===== src/rtl/wdg_pkg.sv =====
// Package: shared types for the edge-activity watchdog.
// Assumes: all users run on one clock domain.
package wdg_pkg;

    // Qualified activity event produced once per cycle by the input stage.
    typedef struct packed {
        logic enable;   // watchdog is allowed to run this cycle
        logic kick;     // level change seen while enabled
    } wdg_evt_t;

endpackage


===== src/rtl/wdg_activity.sv =====
// Module: wdg_activity
// Turns the synchronous activity level into a one-cycle kick event and
// merges every disabling condition into a single enable.
// Assumes: inputs are already synchronous to clk; the previous level is
// tracked even while disabled, so leaving a disabled state never kicks.
module wdg_activity
    import wdg_pkg::*;
(
    input  logic     clk,
    input  logic     rst_n,
    input  logic     wd_level,
    input  logic     wd_float,
    input  logic     sys_rst_act,
    input  logic     batt_act,
    input  logic     man_rst,
    output wdg_evt_t evt
);

    logic lvl_q;
    logic run_ok;

    // Purpose: remember the level seen at the previous edge.
    always_ff @(posedge clk) begin
        if (!rst_n) begin
            lvl_q <= wd_level;
        end else begin
            lvl_q <= wd_level;
        end
    end

    // Purpose: form the enable and the qualified kick for this cycle.
    always_comb begin
        run_ok     = rst_n && !wd_float && !sys_rst_act && !batt_act && !man_rst;
        evt.enable = run_ok;
        evt.kick   = run_ok && (wd_level != lvl_q);
    end

endmodule


===== src/rtl/wdg_timeout.sv =====
// Module: wdg_timeout
// Prescaler plus tick counter. Raises a one-cycle expire strobe when the
// selected number of ticks has passed since the last restart.
// Assumes: a restart (kick or disable) clears both counters; the limit
// may change at any time and is compared with >= at tick boundaries.
module wdg_timeout
    import wdg_pkg::*;
#(
    parameter int TICK_DIV  = 25000,
    parameter int DEF_TICKS = 16000,
    parameter int ALT_STEP  = 21,
    parameter int SET_W     = 7
) (
    input  logic             clk,
    input  logic             rst_n,
    input  wdg_evt_t         evt,
    input  logic             alt_mode,
    input  logic [SET_W-1:0] alt_units,
    output logic             expire
);

    localparam int ALT_MAX = ((1 << SET_W) - 1) * ALT_STEP;
    localparam int LIM_MAX = (DEF_TICKS > ALT_MAX) ? DEF_TICKS : ALT_MAX;
    localparam int TICK_W  = $clog2(LIM_MAX + 1);

    logic [TICK_W-1:0] limit;
    logic [TICK_W-1:0] ticks;
    logic [TICK_W:0]   ticks_nx;
    logic [SET_W-1:0]  units_eff;
    logic              last_pre;
    logic              restart;

    // Purpose: choose the tick limit for the current mode.
    always_comb begin
        units_eff = (alt_units == '0) ? SET_W'(1) : alt_units;
        if (alt_mode) begin
            limit = TICK_W'(int'(units_eff) * ALT_STEP);
        end else begin
            limit = TICK_W'(DEF_TICKS);
        end
    end

    // Purpose: decide restart and expiry for this cycle.
    always_comb begin
        restart  = !evt.enable || evt.kick;
        ticks_nx = {1'b0, ticks} + 1'b1;
        expire   = !restart && last_pre && (ticks_nx >= {1'b0, limit});
    end

    generate
        if (TICK_DIV == 1) begin : g_no_pre
            // Purpose: every cycle is a tick boundary.
            always_comb last_pre = 1'b1;
        end else begin : g_pre
            localparam int PRE_W = $clog2(TICK_DIV);
            logic [PRE_W-1:0] pre;

            // Purpose: flag the last cycle of the current tick.
            always_comb last_pre = (pre == PRE_W'(TICK_DIV - 1));

            // Purpose: count cycles within one tick.
            always_ff @(posedge clk) begin
                if (!rst_n || restart || expire || last_pre) begin
                    pre <= '0;
                end else begin
                    pre <= pre + 1'b1;
                end
            end
        end
    endgenerate

    // Purpose: count whole ticks since the last restart.
    always_ff @(posedge clk) begin
        if (!rst_n || restart || expire) begin
            ticks <= '0;
        end else if (last_pre) begin
            ticks <= ticks + 1'b1;
        end
    end

endmodule


===== src/rtl/wdg_alarm.sv =====
// Module: wdg_alarm
// Drives the warning pulse and the sustained fault level. The fault edge
// trails the warning edge by FAULT_DLY cycles through a short delay line.
// Assumes: FAULT_DLY >= 1 and PULSE_CYC > FAULT_DLY; expiries are spaced
// further apart than PULSE_CYC.
module wdg_alarm
    import wdg_pkg::*;
#(
    parameter int PULSE_CYC = 250000,
    parameter int FAULT_DLY = 18
) (
    input  logic     clk,
    input  logic     rst_n,
    input  wdg_evt_t evt,
    input  logic     expire,
    output logic     warn_n,
    output logic     fault_n
);

    localparam int PW_W = (PULSE_CYC > 1) ? $clog2(PULSE_CYC) : 1;

    logic [PW_W-1:0]      pw_left;
    logic [FAULT_DLY-1:0] dly_sh;
    logic                 dly_out;

    // Purpose: generate the fixed-width active-low warning pulse.
    always_ff @(posedge clk) begin
        if (!rst_n || !evt.enable) begin
            warn_n  <= 1'b1;
            pw_left <= '0;
        end else if (expire) begin
            warn_n  <= 1'b0;
            pw_left <= PW_W'(PULSE_CYC - 1);
        end else if (!warn_n) begin
            if (pw_left == '0) begin
                warn_n <= 1'b1;
            end else begin
                pw_left <= pw_left - 1'b1;
            end
        end
    end

    generate
        if (FAULT_DLY == 1) begin : g_dly1
            // Purpose: single-stage delay from expiry to fault.
            always_ff @(posedge clk) begin
                if (!rst_n || !evt.enable || evt.kick) begin
                    dly_sh <= '0;
                end else begin
                    dly_sh <= expire;
                end
            end
        end else begin : g_dlyn
            // Purpose: multi-stage delay from expiry to fault.
            always_ff @(posedge clk) begin
                if (!rst_n || !evt.enable || evt.kick) begin
                    dly_sh <= '0;
                end else begin
                    dly_sh <= {dly_sh[FAULT_DLY-2:0], expire};
                end
            end
        end
    endgenerate

    assign dly_out = dly_sh[FAULT_DLY-1];

    // Purpose: set the fault level after the delay; clear it on activity.
    always_ff @(posedge clk) begin
        if (!rst_n || !evt.enable || evt.kick) begin
            fault_n <= 1'b1;
        end else if (dly_out) begin
            fault_n <= 1'b0;
        end
    end

endmodule


===== src/rtl/wdg_pulse_guard.sv =====
// Module: wdg_pulse_guard (top)
// Edge-activity watchdog with an early-warning pulse and a trailing fault
// level. Chains the input stage, the timeout counter and the alarm stage.
// Assumes: PULSE_CYC < ALT_STEP*TICK_DIV and PULSE_CYC < DEF_TICKS*TICK_DIV
// (pulses never overlap), 1 <= FAULT_DLY < PULSE_CYC.
module wdg_pulse_guard
    import wdg_pkg::*;
#(
    parameter int TICK_DIV  = 25000,
    parameter int DEF_TICKS = 16000,
    parameter int ALT_STEP  = 21,
    parameter int SET_W     = 7,
    parameter int PULSE_CYC = 250000,
    parameter int FAULT_DLY = 18
) (
    input  logic             clk,
    input  logic             rst_n,
    input  logic             wd_level,
    input  logic             wd_float,
    input  logic             alt_mode,
    input  logic [SET_W-1:0] alt_units,
    input  logic             sys_rst_act,
    input  logic             batt_act,
    input  logic             man_rst,
    output logic             warn_n,
    output logic             fault_n
);

    wdg_evt_t evt;
    logic     expire;

    wdg_activity u_act (
        .clk         (clk),
        .rst_n       (rst_n),
        .wd_level    (wd_level),
        .wd_float    (wd_float),
        .sys_rst_act (sys_rst_act),
        .batt_act    (batt_act),
        .man_rst     (man_rst),
        .evt         (evt)
    );

    wdg_timeout #(
        .TICK_DIV  (TICK_DIV),
        .DEF_TICKS (DEF_TICKS),
        .ALT_STEP  (ALT_STEP),
        .SET_W     (SET_W)
    ) u_tmo (
        .clk       (clk),
        .rst_n     (rst_n),
        .evt       (evt),
        .alt_mode  (alt_mode),
        .alt_units (alt_units),
        .expire    (expire)
    );

    wdg_alarm #(
        .PULSE_CYC (PULSE_CYC),
        .FAULT_DLY (FAULT_DLY)
    ) u_alm (
        .clk     (clk),
        .rst_n   (rst_n),
        .evt     (evt),
        .expire  (expire),
        .warn_n  (warn_n),
        .fault_n (fault_n)
    );

endmodule


===== config.mk =====
export PLATFORM = sky130hd
export DESIGN_NAME = wdg_pulse_guard
export DESIGN_NICKNAME = d
export VERILOG_FILES = /design/src/rtl/wdg_pkg.sv /design/src/rtl/wdg_activity.sv /design/src/rtl/wdg_timeout.sv /design/src/rtl/wdg_alarm.sv /design/src/rtl/wdg_pulse_guard.sv
export SDC_FILE = /design/constraint.sdc
export NUM_CORES = 1
export LEC_CHECK = 0
export ABC_AREA = 1
export BUFFER_PORTS_ARGS = -buffer_cell sky130_fd_sc_hd__buf_4
export CORE_AREA = 2 2 133 135
export CTS_CLUSTER_DIAMETER = 100
export CTS_CLUSTER_SIZE = 20
export DETAILED_ROUTE_END_ITERATION = 10
export DIE_AREA = 0 0 135 137
export PLACE_DENSITY = 0.42
export SLEW_MARGIN = 20
export SYNTH_ARGS = -nofsm -noshare
export SYNTH_HDL_FRONTEND = slang
export SYNTH_SLANG_ARGS = --single-unit
export TNS_END_PERCENT = 5

===== constraint.sdc =====
create_clock -name clk -period 5.1 [get_ports clk]
set_clock_uncertainty 0.05 [all_clocks]
set_input_delay 0.51 -clock clk [delete_from_list [all_inputs] [get_ports clk]]
set_output_delay 0.51 -clock clk [all_outputs]
set_load 0.01 [all_outputs]

==> metrics.txt <==
Cell Pwr Density=257 nW/µm²; Vias=3540; post-place setup slack=952 ps; Internal Power=926 µW; DRT Pass-1 Iters=4; Util after Layout=28.3%; H-Tree Depth=3; EDFF count, synth=0; placed wire-length estimate=6910 µm; Synth Cell Area=4220 µm²; # DRC=0; Pwr Total=1240 µW; global-route wire length before repair=15500 µm; RSZ-0062 raised after global routing=false; largest family of logic cells by synthesized area=simple AND/OR/NAND/NOR gates; Fmax achieved=262 MHz; reg-to-reg endpoint=u_alm.pw_left[15]$_SDFFE_PP0P_; wire per inst=10.6 µm; P&R area growth vs syn=14.5%; Post-Syn Nets=639; Critical R2R Launch=u_tmo.ticks[0]$_SDFFE_PP0N_; Critical Path End Type=register; Post-Syn Area per Cell=7.21 µm²; worst setup margin=1290 ps; complex-gate fraction of the synthesized area=9.68%; post-synthesis sequential area ratio=32.3%; Num CTS Buffers=9; core outline area=17100 µm²; Synth Flop Type=dfxtp_1; Initial Utilization=24.7%; clk_lat worst skew=330 ps; final period utilization=74.7%; # IOs=17; Hold Path Class=in -> reg; Distinct cells, synth=36; mux contribution to synthesized area=0%; Reg2Reg Depth=19; combinational power share=10.7%; most common cell in the netlist=nand2_1; routability cong.=0.796; top cell type by total area after synthesis=dfxtp_1; drt via density=4.25; # rows=48; Max VDD drop=0.143 mV; postcts setup bufs=0; YS warnings=0; WS Path Type=in -> reg; worst-case hold slack=248 ps; Clock Pin Slew Worst Setup and Hold Paths=60 ps; cts hold-fix bufs=0; status=finished, final reports clean; M1 wire length=4660 µm; ANT nets after route=0; post-synth top area share=32.3%; Buffers on Ports=16; most frequent cells after synthesis=114 x nand2_1, 85 x nor2_1, 77 x inv_1, 68 x dfxtp_1, 40 x a21oi_1; root cell of the clock tree=clkbuf_16; final setup vio count=0; Detailed Route Iter0 Violations=125; Psw=314 µW; gr ovfl total=0; Clock Power Share=46.4%; Tightest Pin Transition=664 ps; Total Nets Final=656; total of max-cap violations=0; crit start category=input port; Synth Area in Simple Gates=32.0%; ratio of cells with drive above 1 in the final layout=13.5%; synth top area cells=dfxtp_1 32%, ha_1 11%, nand2_1 10%; r2r setup slk=2220 ps; clock tree buffer depth=2; min Tclk post-route=3810 ps; initial antenna violation count=0; top layer in use=met4; Die X=135 µm; Worst EP arrival=3990 ps; min-delay src=wd_level; Worst Hold End=u_act.lvl_q$_DFF_P_; wirelength, routed=8820 µm; cell count after synthesis=585; Layout fillers=1914; xor and xnor area share after synthesis=4.78%; clock tree sinks=68; leakage dissipation=0.00209 µW; Synth async-reset ratio=0%; final setup TNS=0 ps; sequential power share=42.9%; largest net degree at the start of global routing=22; die area=18500 µm²; met3 WL=312 µm; CP Max Fanout=6; vias in the first global route=3380; CTS resizes=0; GRT Total Usage=10.4%; TritonCTS clock tree=done; hold path depth=1; number of diodes=0; Sw Ratio=25.3%; Final Hold Vio Count=0; Die Ht=137 µm; fin. max-slew vios=0; Synth Register Bits=68; Max-slew headroom=55.4%; critical path required time=5280 ps; post-synthesis adder-cell area fraction=11.9%; DR WL met2=3690 µm
[worst max-delay path by stage]
stage,startpoint,end
final,alt_units[2],u_alm.pw_left[15]$_SDFFE_PP0P_
after floorplan,alt_units[2],u_tmo.ticks[4]$_SDFFE_PP0N_
after global routing,alt_units[3],u_tmo.ticks[12]$_SDFFE_PP0N_
after global placement,alt_units[2],u_alm.pw_left[15]$_SDFFE_PP0P_
after detailed placement,alt_units[2],u_alm.pw_left[15]$_SDFFE_PP0P_
after CTS,alt_units[2],u_tmo.ticks[1]$_SDFFE_PP0N_
[area by class of cell]
type	instances	area (µm²)	area share (%)
sequential	68	1360	28.2
multi-input combinational	422	2460	51.0
clock buffer	10	239	4.95
tap	225	282	5.84
inverter	85	322	6.66
timing repair buffer	16	120	2.49
clock inverter	6	40.0	0.830
[metrics by stage]
| step | area [µm²] | std cells |
|---|---|---|
| after floorplan | 4220 | 585 |
| after global placement | 4550 | 816 |
| after detailed placement | 4550 | 816 |
| after CTS | 4820 | 832 |
| after global routing | 4820 | 832 |
| final | 4820 | 832 |
[cells in the final DEF (no fill, tap or decap), types with 13 or more instances in the layout]
cell type,synthesis,final
buf_4,0,16
inv_1,77,77
o21ai_0,13,13
nor2_1,85,85
a21oi_1,40,40
dfxtp_1,68,68
ha_1,37,37
nand3_1,30,30
xor2_1,19,19
nor3_1,14,14
nand2_1,114,114
[per-layer routing]
layer | GRT usage, % | vias up
li1 | - | 1904
met2 | 16.0 | 39
met1 | 14.0 | 1582
met4 | 3.82 | 0
met5 | 0 | -
met3 | 2.59 | 15
[cells by family after synthesis]
logic type      after synthesis
compound gates               71
xor+xnor                     23
fa+ha+maj                    39
buf+inv                      95
flops                        68
simple gates                289
[state kept, by name (all words and copies together) (netlist names)]
signal	flops
u_tmo.ticks	14
u_alm.warn_n	1
u_alm.pw_left	18
u_alm.fault_n	1
u_tmo.g_pre.pre	15
u_alm.dly_sh	18
u_act.lvl_q	1
[power by group through the flow]
stage	clock [µW]	combinational (µW)	sequential, µW
6_report	575	133	532
5_1_grt	624	158	532
4_1_cts	597	135	532
3_5_place_dp	0	134	544
3_3_place_gp	0	133	544
2_1_floorplan	0	98.9	544
[worst max-delay path, cell delays in order]
cell     delay, ps
buf_4          120
nor2_1         140
nor2_1          70
ha_1           310
fa_1           490
ha_1           380
nand3_1         90
nand3_1        130
a21oi_1         80
o21ai_0        190
xor2_1         170
nor2_1          60
ha_1           280
nand2_1        100
nor2_1          60
nand4_1         70
nand2_1         50
a21oi_1        150
nand2_2        100
nand2_1        220
nand3_1        100
nand2_1         70
inv_1           30
Note: power is estimated with default switching activity, not from simulation.
